`config.mk`:
```
export PLATFORM = sky130hd
export DESIGN_NAME = enpc_ref_prog
export DESIGN_NICKNAME = d
export VERILOG_FILES = /design/src/rtl/enpc_pkg.sv /design/src/rtl/enpc_level_timer.sv /design/src/rtl/enpc_step_counter.sv /design/src/rtl/enpc_commit_reg.sv /design/src/rtl/enpc_ref_prog.sv
export SDC_FILE = /design/constraint.sdc
export NUM_CORES = 1
export LEC_CHECK = 0
export BUFFER_PORTS_ARGS = -buffer_cell sky130_fd_sc_hd__buf_2
export CAP_MARGIN = 30
export CORE_ASPECT_RATIO = 0.6
export CORE_MARGIN = 1.5
export CORE_UTILIZATION = 50
export DETAILED_ROUTE_END_ITERATION = 6
export PLACE_DENSITY = 0.8
export SYNTH_ARGS = -nofsm -noshare
export SYNTH_HDL_FRONTEND = slang
export SYNTH_SLANG_ARGS = --single-unit
```
`constraint.sdc`:
```
create_clock -name clk -period 2.35 [get_ports clk]
set_clock_uncertainty 0.05 [all_clocks]
set_input_delay 0.235 -clock clk [delete_from_list [all_inputs] [get_ports clk]]
set_output_delay 0.235 -clock clk [all_outputs]
set_load 0.02 [all_outputs]
```
`src/rtl/enpc_pkg.sv`:
```
// Package: shared event type for the enable-pulse reference programmer.
// Assumes all users agree on the field order of the event struct.
package enpc_pkg;

    // Events that the level timer extracts from the enable line in one cycle.
    typedef struct packed {
        logic fall;     // enable sampled low after being high
        logic hi_tmo;   // high run has just reached the high timeout
        logic lo_tmo;   // low run has just reached the low timeout
    } enpc_evt_t;

endpackage

```
`src/rtl/enpc_level_timer.sv`:
```
// Level timer: finds edges on the synchronized enable line and counts
// how many consecutive edges sampled the same level. It emits a falling
// edge event and one event per run when a run reaches its timeout.
// Assumes en_i is already synchronous and HI_CYC, LO_CYC >= 2.
module enpc_level_timer
    import enpc_pkg::*;
#(
    parameter int HI_CYC = 125,
    parameter int LO_CYC = 170
) (
    input  logic      clk,
    input  logic      rst_n,
    input  logic      en_i,
    output enpc_evt_t evt_o
);
    localparam int MAXT = (HI_CYC > LO_CYC) ? HI_CYC : LO_CYC;
    localparam int HW   = $clog2(MAXT + 2);
    localparam logic [HW-1:0] SAT = HW'(MAXT + 1);

    logic          en_q;
    logic [HW-1:0] held_q;
    logic [HW-1:0] held_d;

    // Run length including the current sample; saturates above both timeouts.
    always_comb begin
        if (en_i != en_q)
            held_d = HW'(1);
        else if (held_q == SAT)
            held_d = held_q;
        else
            held_d = held_q + HW'(1);
    end

    // Register the previous level and the run length.
    always_ff @(posedge clk) begin
        if (!rst_n) begin
            en_q   <= 1'b0;
            held_q <= '0;
        end else begin
            en_q   <= en_i;
            held_q <= held_d;
        end
    end

    // Decode the events of this cycle.
    always_comb begin
        evt_o.fall   = en_q & ~en_i;
        evt_o.hi_tmo = en_i  & (held_d == HW'(HI_CYC));
        evt_o.lo_tmo = ~en_i & (held_d == HW'(LO_CYC));
    end

endmodule

```
`src/rtl/enpc_step_counter.sv`:
```
// Step counter: moves down one code per falling edge and wraps from 0 to
// full scale. It returns to full scale when either timeout fires.
// Assumes a reload and a fall never arrive in the same cycle.
module enpc_step_counter #(
    parameter int CODE_W = 4
) (
    input  logic              clk,
    input  logic              rst_n,
    input  logic              step_i,
    input  logic              reload_i,
    output logic [CODE_W-1:0] cnt_o
);
    // Count down on steps (wraps modulo 2**CODE_W); reload to all ones.
    always_ff @(posedge clk) begin
        if (!rst_n)
            cnt_o <= '1;
        else if (reload_i)
            cnt_o <= '1;
        else if (step_i)
            cnt_o <= cnt_o - CODE_W'(1);
    end

endmodule

```
`src/rtl/enpc_commit_reg.sv`:
```
// Commit register: holds the committed code and the on state, and raises
// a one-cycle soft-start request on the transition from off to on.
// Assumes the high and low timeouts are mutually exclusive.
module enpc_commit_reg #(
    parameter int CODE_W = 4
) (
    input  logic              clk,
    input  logic              rst_n,
    input  logic              hi_tmo_i,
    input  logic              lo_tmo_i,
    input  logic [CODE_W-1:0] cnt_i,
    output logic [CODE_W-1:0] code_o,
    output logic              on_o,
    output logic              ss_o
);
    // Load the code and turn on at the high timeout; turn off at the low timeout.
    always_ff @(posedge clk) begin
        if (!rst_n) begin
            code_o <= '1;
            on_o   <= 1'b0;
            ss_o   <= 1'b0;
        end else begin
            ss_o <= hi_tmo_i & ~on_o;
            if (hi_tmo_i) begin
                code_o <= cnt_i;
                on_o   <= 1'b1;
            end else if (lo_tmo_i) begin
                on_o   <= 1'b0;
            end
        end
    end

endmodule

```
`src/rtl/enpc_ref_prog.sv`:
```
// Top: enable-pulse reference programmer for one regulator channel.
// Falling edges on en_i step a code down from full scale. A long high
// commits the code and turns the channel on; a long low turns it off.
// Assumes en_i is synchronized to clk and both timeouts are >= 2 cycles.
module enpc_ref_prog
    import enpc_pkg::*;
#(
    parameter int CODE_W  = 4,
    parameter int HI_CYC  = 125,
    parameter int LO_CYC  = 170,
    parameter int BASE_MV = 425,
    parameter int STEP_MV = 25,
    localparam int FULL   = (1 << CODE_W) - 1,
    localparam int MV_W   = $clog2(BASE_MV + STEP_MV * FULL + 1)
) (
    input  logic              clk,
    input  logic              rst_n,
    input  logic              en_i,
    output logic [CODE_W-1:0] code_o,
    output logic [MV_W-1:0]   ref_mv_o,
    output logic              on_o,
    output logic              ss_req_o
);
    enpc_evt_t         evt;
    logic [CODE_W-1:0] cnt;

    enpc_level_timer #(
        .HI_CYC (HI_CYC),
        .LO_CYC (LO_CYC)
    ) u_timer (
        .clk   (clk),
        .rst_n (rst_n),
        .en_i  (en_i),
        .evt_o (evt)
    );

    enpc_step_counter #(
        .CODE_W (CODE_W)
    ) u_count (
        .clk      (clk),
        .rst_n    (rst_n),
        .step_i   (evt.fall),
        .reload_i (evt.hi_tmo | evt.lo_tmo),
        .cnt_o    (cnt)
    );

    enpc_commit_reg #(
        .CODE_W (CODE_W)
    ) u_commit (
        .clk      (clk),
        .rst_n    (rst_n),
        .hi_tmo_i (evt.hi_tmo),
        .lo_tmo_i (evt.lo_tmo),
        .cnt_i    (cnt),
        .code_o   (code_o),
        .on_o     (on_o),
        .ss_o     (ss_req_o)
    );

    // Map the committed code to millivolts; zero while the channel is off.
    always_comb begin
        if (on_o)
            ref_mv_o = MV_W'(BASE_MV) + MV_W'(STEP_MV) * MV_W'(code_o);
        else
            ref_mv_o = '0;
    end

endmodule

```
# == After elaboration in Yosys (flattened, before gate mapping) ==
# Cells that the tools add are included.
# totals
ff_bits,19
in_bits,3
word_cells,29
# classes
n_addsub,3
multipliers,1
eq_ne,4
n_mux,5
n_bitwise,8
n_reduce_logical,2
# op_table
operator,count
"equality test 8 bit, second input constant",2
2-to-1 mux 8 bit,2
"adder 9 x 9 -> 10 bit, first input constant",1
2-to-1 mux 10 bit,1
"multiplier 5 x 4 -> 9 bit, first input constant",1
"adder 8 x 1 -> 8 bit, second input constant",1
"equality test 8 x 7 -> 1 bit, second input constant",1
bitwise AND 1 bit,4
"subtractor 4 x 1 -> 4 bit, second input constant",1
inverter 1 bit,3
2-to-1 mux 1 bit,2
nonzero test 2 bit,1
OR reduction 2 bit,1
inequality test 1 bit,1
bitwise OR 1 bit,1

# == Logic depth before layout (Yosys ltp) ==
# Gate-level depths: netlist of the first run.
# depth
ltp_word,7
ltp_mapped,10
mapped_depth_nobuf,10

# == Cells and area by module ==
# A second synthesis of the first run with hierarchy kept.
# unflattened
hier_cells,142
hier_area_um2,1307.5
# by_module_without_submodules
mod,instances,cells_per_inst,area_per_inst_um2
enpc_level_timer,1,60,525.5
enpc_ref_prog,1,45,370.4
enpc_commit_reg,1,18,210.2
enpc_step_counter,1,19,201.4

# == Worst setup path after synthesis of the first run ==
# No wires, ideal clock.
# synth_path
path_type,flip-flop to output port
from,register u_commit.code_o[2]
to,output port ref_mv_o[9]
t_arrival_ns,2.492
setup_slack_ns,-0.427
path_stages_with_launch,11
path_buffers,0
path_cell_list,dfxtp_1 > inv_1 > ha_1 > xor2_1 > ha_1 > ha_1 > nand2_1 > o21bai_1 > a21oi_1 > xor2_1 > and2_1
# synth_between
elab_chain_cells,3
# synth_lines
element,line,source
from (decl),enpc_commit_reg.sv:12,"output logic [CODE_W-1:0] code_o,"
from (signal assigned),enpc_commit_reg.sv:25,code_o <= cnt_i;
multiplier 5 x 4 -> 9 bit,enpc_ref_prog.sv:63,ref_mv_o = MV_W'(BASE_MV) + MV_W'(STEP_MV) * MV_W'(code_o);
adder 9 x 9 -> 10 bit,enpc_ref_prog.sv:63,
2-to-1 mux 10 bit,enpc_ref_prog.sv:62,if (on_o)
to (decl),enpc_ref_prog.sv:20,"output logic [MV_W-1:0] ref_mv_o,"
# No other way between the ends.

# == Worst setup path in the final report of the first run ==
# layout_path
from,register u_commit.code_o[3]
to,output port ref_mv_o[8]
# Same word-level chain as after synthesis.

==> impl_metrics.yaml, run 1 <==
global_route:
  gr-total-overflow: 0
  grtUsageTotal: 0.252
  grt_max_degree: 16
  grt_pass1_wl_um: 5380
  antenna_found_initial: 0
  grt_pass1_vias: 1178
synth:
  avgSynthCellArea_um2: 8.97
  synth.area.top_cells: "dfxtp_1, ha_1, xnor2_1"
  syn-cell-area_um2: 1290
  ys_warn_count: 0
  synth_seq_cells: 19
  ys_seq_area_frac: 0.295
  yosysUniqueCellTypes: 36
  yosysTopAreaCell: "dfxtp_1"
  syn_inst: 144
  syn-num-nets: 164
  yosys.area.top_type_share: 0.295
worst_setup_path:
  crit_path_end_kind: "output pin"
  cpMaxStageDelayCell: "dfxtp_4"
  crit_path_start_kind: "register"
  cpPeakStageDelay_ps: 390
  path_common_cell: "ha_4"
  cp.required_ps: 2070
  reg2reg_from: "u_timer.held_q[1]$_SDFF_PN0_"
  cp_max_fo: 3
  r2r-end: "u_commit.on_o$_SDFFE_PN0P_"
  worstPathCellList: "inv_4, ha_4, xor2_2, ha_4, ha_4, nand2_4, o21bai_2, a21oi_1, xnor2_1, and2_4, buf_6"
  reg2reg_depth: 6
  critPathArrivalTime_ps: 2420
  reg2reg_slack_ps: 130
  crit_type: "reg2out"
routing:
  vias: 1257
  viasPerCell: 5.93
  drt_iter0_markers: 99
  drt.antenna.violating_nets: 0
  drt_first_pass_iters: 4
  post_drt_wl_per_cell_um: 17.8
  wirelength_um: 3780
  route.detailed.drc: 0
cells_and_area:
  multiInputGateArea_um2: 996
  postLayoutCellArea_um2: 1760
  utilization: 0.713
  fill_cells: 168
  drive_above_1_share: 0.339
  instances_no_fill: 212
  area_growth_pct: 36.3
  regArea_um2: 390
  antenna_cells: 0
  finalNetCount: 201
run_status:
  violations: "negative setup slack"
  status: "finished with violations"
cts:
  clk_pin_slew_worst_paths_ps: 70
  cts_buffers: 3
  clk-insertion-delay-late_ps: 250
  h-tree-depth: 1
  ctsLongestPathBuffers: 2
  clock_sinks: 19
  holdBufCountCts: 0
  cts_root_buffer: "clkbuf_8"
  cts_tree: "yes"
timing:
  fin_crit_sh: 1.15
  worst_hold_slack_ps: 181
  fmax_ghz: 0.369
  setup_viol: 5
  drv_slew: 0
  relSlewSlack: 0.612
  tightest_slew_ps: 577
  fin_ws_ps: -359
  setup-tns-final_ps: -1510
  hold_viol: 0
  period_needed_ps: 2710
  rsz0062_at_grt: "yes"
flow_run:
  maxCapViolations: 0
floorplanning:
  dieHeight_um: 42.4
  core_area_um2: 2470
  rows: 14
  die_x_um: 68.6
  num_io_pins: 19
  dieArea_um2: 2910
  start_util: 0.523
pwr:
  p_leak_nw: 0.749
  peakVddDrop_mv: 0.304
  power_density_nw_per_um2: 342
placement:
  gp_congestion: 0.848
  dpl-instance-area_um2: 1550
  placement.io_buffers: 18
  dp.cells: 204
  dp_hpwl_um: 2320
hold_path:
  whs_endpoint: "u_timer.en_q$_SDFF_PN0_"
  min_from: "en_i"
  hp-class: "in2reg"
  whs_path_depth: 2
-- worst max-delay path by stage --
stage | startpoint | end | slack, ps | cells past startpoint
4_1_cts | u_commit.code_o[3]$_SDFFE_PN1P_ | ref_mv_o[7] | -350 | 11
2_1_floorplan | u_commit.code_o[2]$_SDFFE_PN1P_ | ref_mv_o[9] | 6 | 10
3_3_place_gp | u_commit.code_o[3]$_SDFFE_PN1P_ | ref_mv_o[9] | -60 | 11
3_5_place_dp | u_commit.code_o[3]$_SDFFE_PN1P_ | ref_mv_o[7] | -150 | 11
5_1_grt | u_commit.code_o[3]$_SDFFE_PN1P_ | ref_mv_o[8] | -440 | 11
6_report | u_commit.code_o[3]$_SDFFE_PN1P_ | ref_mv_o[8] | -360 | 11
-- per-stage QoR --
stage                     setup WS, ps  power [W]
after floorplan                   5.73   0.000366
after CTS                         -347   0.000598
final                             -359   0.000601
after global routing              -439   0.000619
after global placement           -62.2   0.000377
after detailed placement          -152   0.000378
-- timing repair --
action / CTS / global route
gates cloned: 0 / 0
resized for setup: 21 / 6
pin swaps: 11 / 2
setup endpoints to repair: 5 / 5
buffers inserted: 4 / 1
-- layer usage --
metal | vias up | wire (µm) | global-route usage | part of all wire
li1 | 584 | - | - | -
met4 | 0 | 142 | 0.0720 | 0.038
met2 | 62 | 1780 | 0.413 | 0.47
met5 | - | 0 | 0 | 0
met3 | 19 | 254 | 0.0806 | 0.067
met1 | 592 | 1600 | 0.315 | 0.42
-- power breakdown --
group / leakage, nW / switching [W] / total [W] / internal (W)
sequential: 0.153 / 0.00000447 / 0.000329 / 0.000325
clock: 0.0228 / 0.000106 / 0.000226 / 0.000120
combinational: 0.573 / 0.0000288 / 0.0000456 / 0.0000169
-- flip-flops by register name, indices dropped and copies added, names as in the netlist --
register,cells
u_commit.ss_o,1
u_count.cnt_o,4
u_commit.code_o,4
u_commit.on_o,1
u_timer.en_q,1
u_timer.held_q,8
-- cell type report --
type                            instances  area share
Multi-Input combinational cell        114       0.566
Sequential cell                        19       0.222
Timing Repair Buffer                   35       0.144
Clock buffer                            4      0.0256
Tap cell                               32      0.0227
Inverter                                8      0.0199
-- layout by cell type (no fill, tap or decap), types with 2 or more instances in the layout --
cell type,instances
clkbuf_8,3
xor2_1,6
nand4_1,5
nand3_1,7
buf_6,7
and2_4,2
o21ai_0,3
buf_4,14
nand4b_1,4
buf_2,14
dfxtp_4,2
a21oi_1,6
nor3_1,3
xnor2_1,8
inv_1,6
ha_1,11
nand2_1,8
and2_1,8
ha_4,5
nor2b_1,2
inv_4,2
dfxtp_1,15
dfxtp_2,2
o211ai_1,4
nor2_1,9
-- synthesized netlist by cell type --
cell type,number
o211ai_1,4
nor3b_1,1
nor3_1,3
or3_1,1
dfxtp_1,19
mux2i_1,1
nand4bb_1,1
nand4_1,5
nand3_1,7
ha_1,16
o211a_1,1
o32ai_1,1
and2_1,10
a31oi_1,1
a41oi_1,1
fa_1,1
o21bai_1,2
nand2b_1,1
a21boi_0,1
and4b_1,1
inv_1,8
nor2_1,9
nor4b_1,1
buf_4,1
nor4_4,1
nor2b_1,3
o21a_1,1
nand2_1,9
xnor2_1,9
clkbuf_1,2
and3_1,1
o21ai_0,3
a21oi_1,6
xor2_1,7
nand4b_1,4
or4b_4,1
-- worst max-delay path: cells and delay by family (launching register included) --
family / cells / cell delay (ps)
AND/OR/NAND/NOR: 2 / 220
XOR/XNOR: 2 / 330
adder cells (fa/ha/maj): 3 / 770
AO/OA/AOI/OAI: 2 / 290
flip-flops: 1 / 390
buffers and inverters: 2 / 160
-- kinds of logic (layout without fill, tap and decap cells) --
logic type	Yosys count	after routing	synth area share
xor gates and xnor gates	16	16	0.109
adders and majority gates	17	17	0.171
DFF	19	19	0.295
muxes	1	1	0.00775
buffers and inverters	11	47	0.0349
and+or+nand+nor	59	59	0.276
AOI/OAI and AO/OA	21	21	0.108
(Power assumes the default switching activity.)
==> inputs of run 2 (changes only) <==
- BUFFER_PORTS_ARGS: -buffer_cell sky130_fd_sc_hd__buf_2 -> default
- CORE_ASPECT_RATIO: 0.6 -> default
- CORE_UTILIZATION: 50 -> 56
- DONT_BUFFER_PORTS: default -> 1
==> impl_metrics.yaml, run 2 (synthesis gave the netlist of run 1 again) <==
timing:
  period_needed_ps: 2650
  fin_ws_ps: -300
  fmax_ghz: 0.377
  drv_slew: 0
  relSlewSlack: 0.511
  tightest_slew_ps: 728
  setup_viol: 5
  fin_crit_sh: 1.13
  hold_viol: 0
  rsz0062_at_grt: "yes"
  setup-tns-final_ps: -1020
cells_and_area:
  finalNetCount: 182
  reg_top3: "u_timer.held_q x8, u_commit.code_o x4, u_count.cnt_o x4"
  antenna_cells: 0
  instances_no_fill: 189
  postLayoutCellArea_um2: 1590
  most-common-layout-cells: "dfxtp_1, ha_1, buf_4, nor2_1"
  top_register: "u_timer.held_q"
  largest_register_ffs: 8
  layout_commonest_cell: "dfxtp_1"
  area_growth_pct: 22.9
  utilization: 0.724
  drive_above_1_share: 0.255
cts:
  clk-insertion-delay-late_ps: 310
  cts_root_buffer: "clkbuf_4"
  cts_tree: "yes"
  clk_pin_slew_worst_paths_ps: 120
  ctsLongestPathBuffers: 2
  clock_sinks: 19
  cts_buffers: 3
  h-tree-depth: 1
pwr:
  p_leak_nw: 0.647
  peakVddDrop_mv: 0.415
  switchingPower_w: 0.000136
  internal-power_w: 0.000406
  power_frac_comb: 0.077
  p_total_w: 0.000542
  seqPwrFrac: 0.608
  p_clk_frac: 0.315
  power_density_nw_per_um2: 342
  swShare: 0.250
placement:
  dpl-instance-area_um2: 1440
  dp.cells: 180
  gp_congestion: 0.844
  placement.io_buffers: 0
  dp_hpwl_um: 1960
routing:
  wirelength_um: 2780
  post_drt_wl_per_cell_um: 14.7
  viasPerCell: 5.75
  route.detailed.drc: 0
  vias: 1086
  drt_first_pass_iters: 4
  drt.antenna.violating_nets: 0
  drt_iter0_markers: 17
worst_setup_path:
  reg2reg_from: "u_timer.held_q[0]$_SDFF_PN0_"
  path_common_cell: "ha_4"
  cpPeakStageDelay_ps: 380
  critPathArrivalTime_ps: 2370
  reg2reg_depth: 5
  path_depth: 10
  cp_top_family: "adder cells"
  cp.required_ps: 2070
  crit_start: "u_commit.code_o[2]$_SDFFE_PN1P_"
  crit_type: "reg2out"
  cpMaxStageDelayCell: "dfxtp_4"
  crit_path_start_kind: "register"
  reg2reg_slack_ps: 270
  cp.buffers_inverters: 1
  crit_path_end_kind: "output pin"
  cp_max_fo: 2
  worstPathCellList: "inv_4, ha_4, xor2_1, ha_1, ha_4, nand2_4, o21bai_1, a21oi_1, xnor2_1, and2_4"
global_route:
  grtUsageTotal: 0.244
  grt_pass1_wl_um: 4750
  gr-total-overflow: 0
  grt_pass1_vias: 1036
  grt_busiest_layer: "met2"
  use_met1: 0.309
  use_met3: 0.0526
  grt_max_degree: 15
  antenna_found_initial: 0
  use_met2: 0.418
floorplanning:
  start_util: 0.589
  rows: 17
  dieArea_um2: 2600
  num_io_pins: 19
  core_area_um2: 2190
  dieHeight_um: 51.0
  die_x_um: 51.0
flow_run:
  maxCapViolations: 0
hold_path:
  whs_path_depth: 2
  min_from: "rst_n"
  hp-class: "in2reg"
run_status:
  status: "finished with violations"
  violations: "negative setup slack"
[run 2: cell types whose count changed in the layout (fill, tap and decap cells not counted), moves of 3 or more]
| cell | change |
|---|---|
| clkbuf_4 | +3 |
| and2_1 | -3 |
| buf_6 | -6 |
| buf_2 | -14 |
| clkbuf_8 | -3 |
[run 2: power groups by stage]
stage	clock network (W)	registers [W]	logic [W]
after CTS	0.000174	0.000329	0.0000415
after floorplan	0	0.000337	0.0000289
after global placement	0	0.000336	0.0000350
after global routing	0.000183	0.000330	0.0000475
final	0.000171	0.000329	0.0000418
after detailed placement	0	0.000337	0.0000364
[run 2: cell type report]
type / instances / area, µm²
clock buffers: 3 / 22.5
clock inverters: 1 / 5.00
fillers: 146 / 604
inverters: 8 / 35.0
multi-input cells: 114 / 970
flip-flops and latches: 19 / 390
well taps: 28 / 35.0
repair buffers: 16 / 129
[run 2: path summary, 6_finish.rpt]
path                                           to
hold reg to reg      u_timer.held_q[5]$_SDFF_PN0_
setup reg to reg  u_commit.code_o[3]$_SDFFE_PN1P_
hold / removal         u_commit.on_o$_SDFFE_PN0P_
setup / recovery                      ref_mv_o[8]
[run 2: layer usage]
metal  vias up  part of all wire
met5         -                 0
met4         0             0.015
met3         6             0.032
met2        20              0.52
met1       510              0.43
li1        550                 -
[run 2: what timing repair did]
| action | CTS | global route |
|---|---|---|
| setup endpoints to repair | 5 | 6 |
| gates resized for setup | 15 | 4 |
| hold buffers | 2 | 0 |
| setup buffers | 2 | 1 |
| pin swaps | 5 | 4 |
| endpoints found under the hold margin | 11 | 0 |
[run 2: metrics by stage]
stage          worst slack, ps  hold WS (ps)
3_5_place_dp             -4.42           280
3_3_place_gp              38.3           282
2_1_floorplan             5.73           307
4_1_cts                   -276          19.3
5_1_grt                   -404          23.5
6_report                  -300          22.0
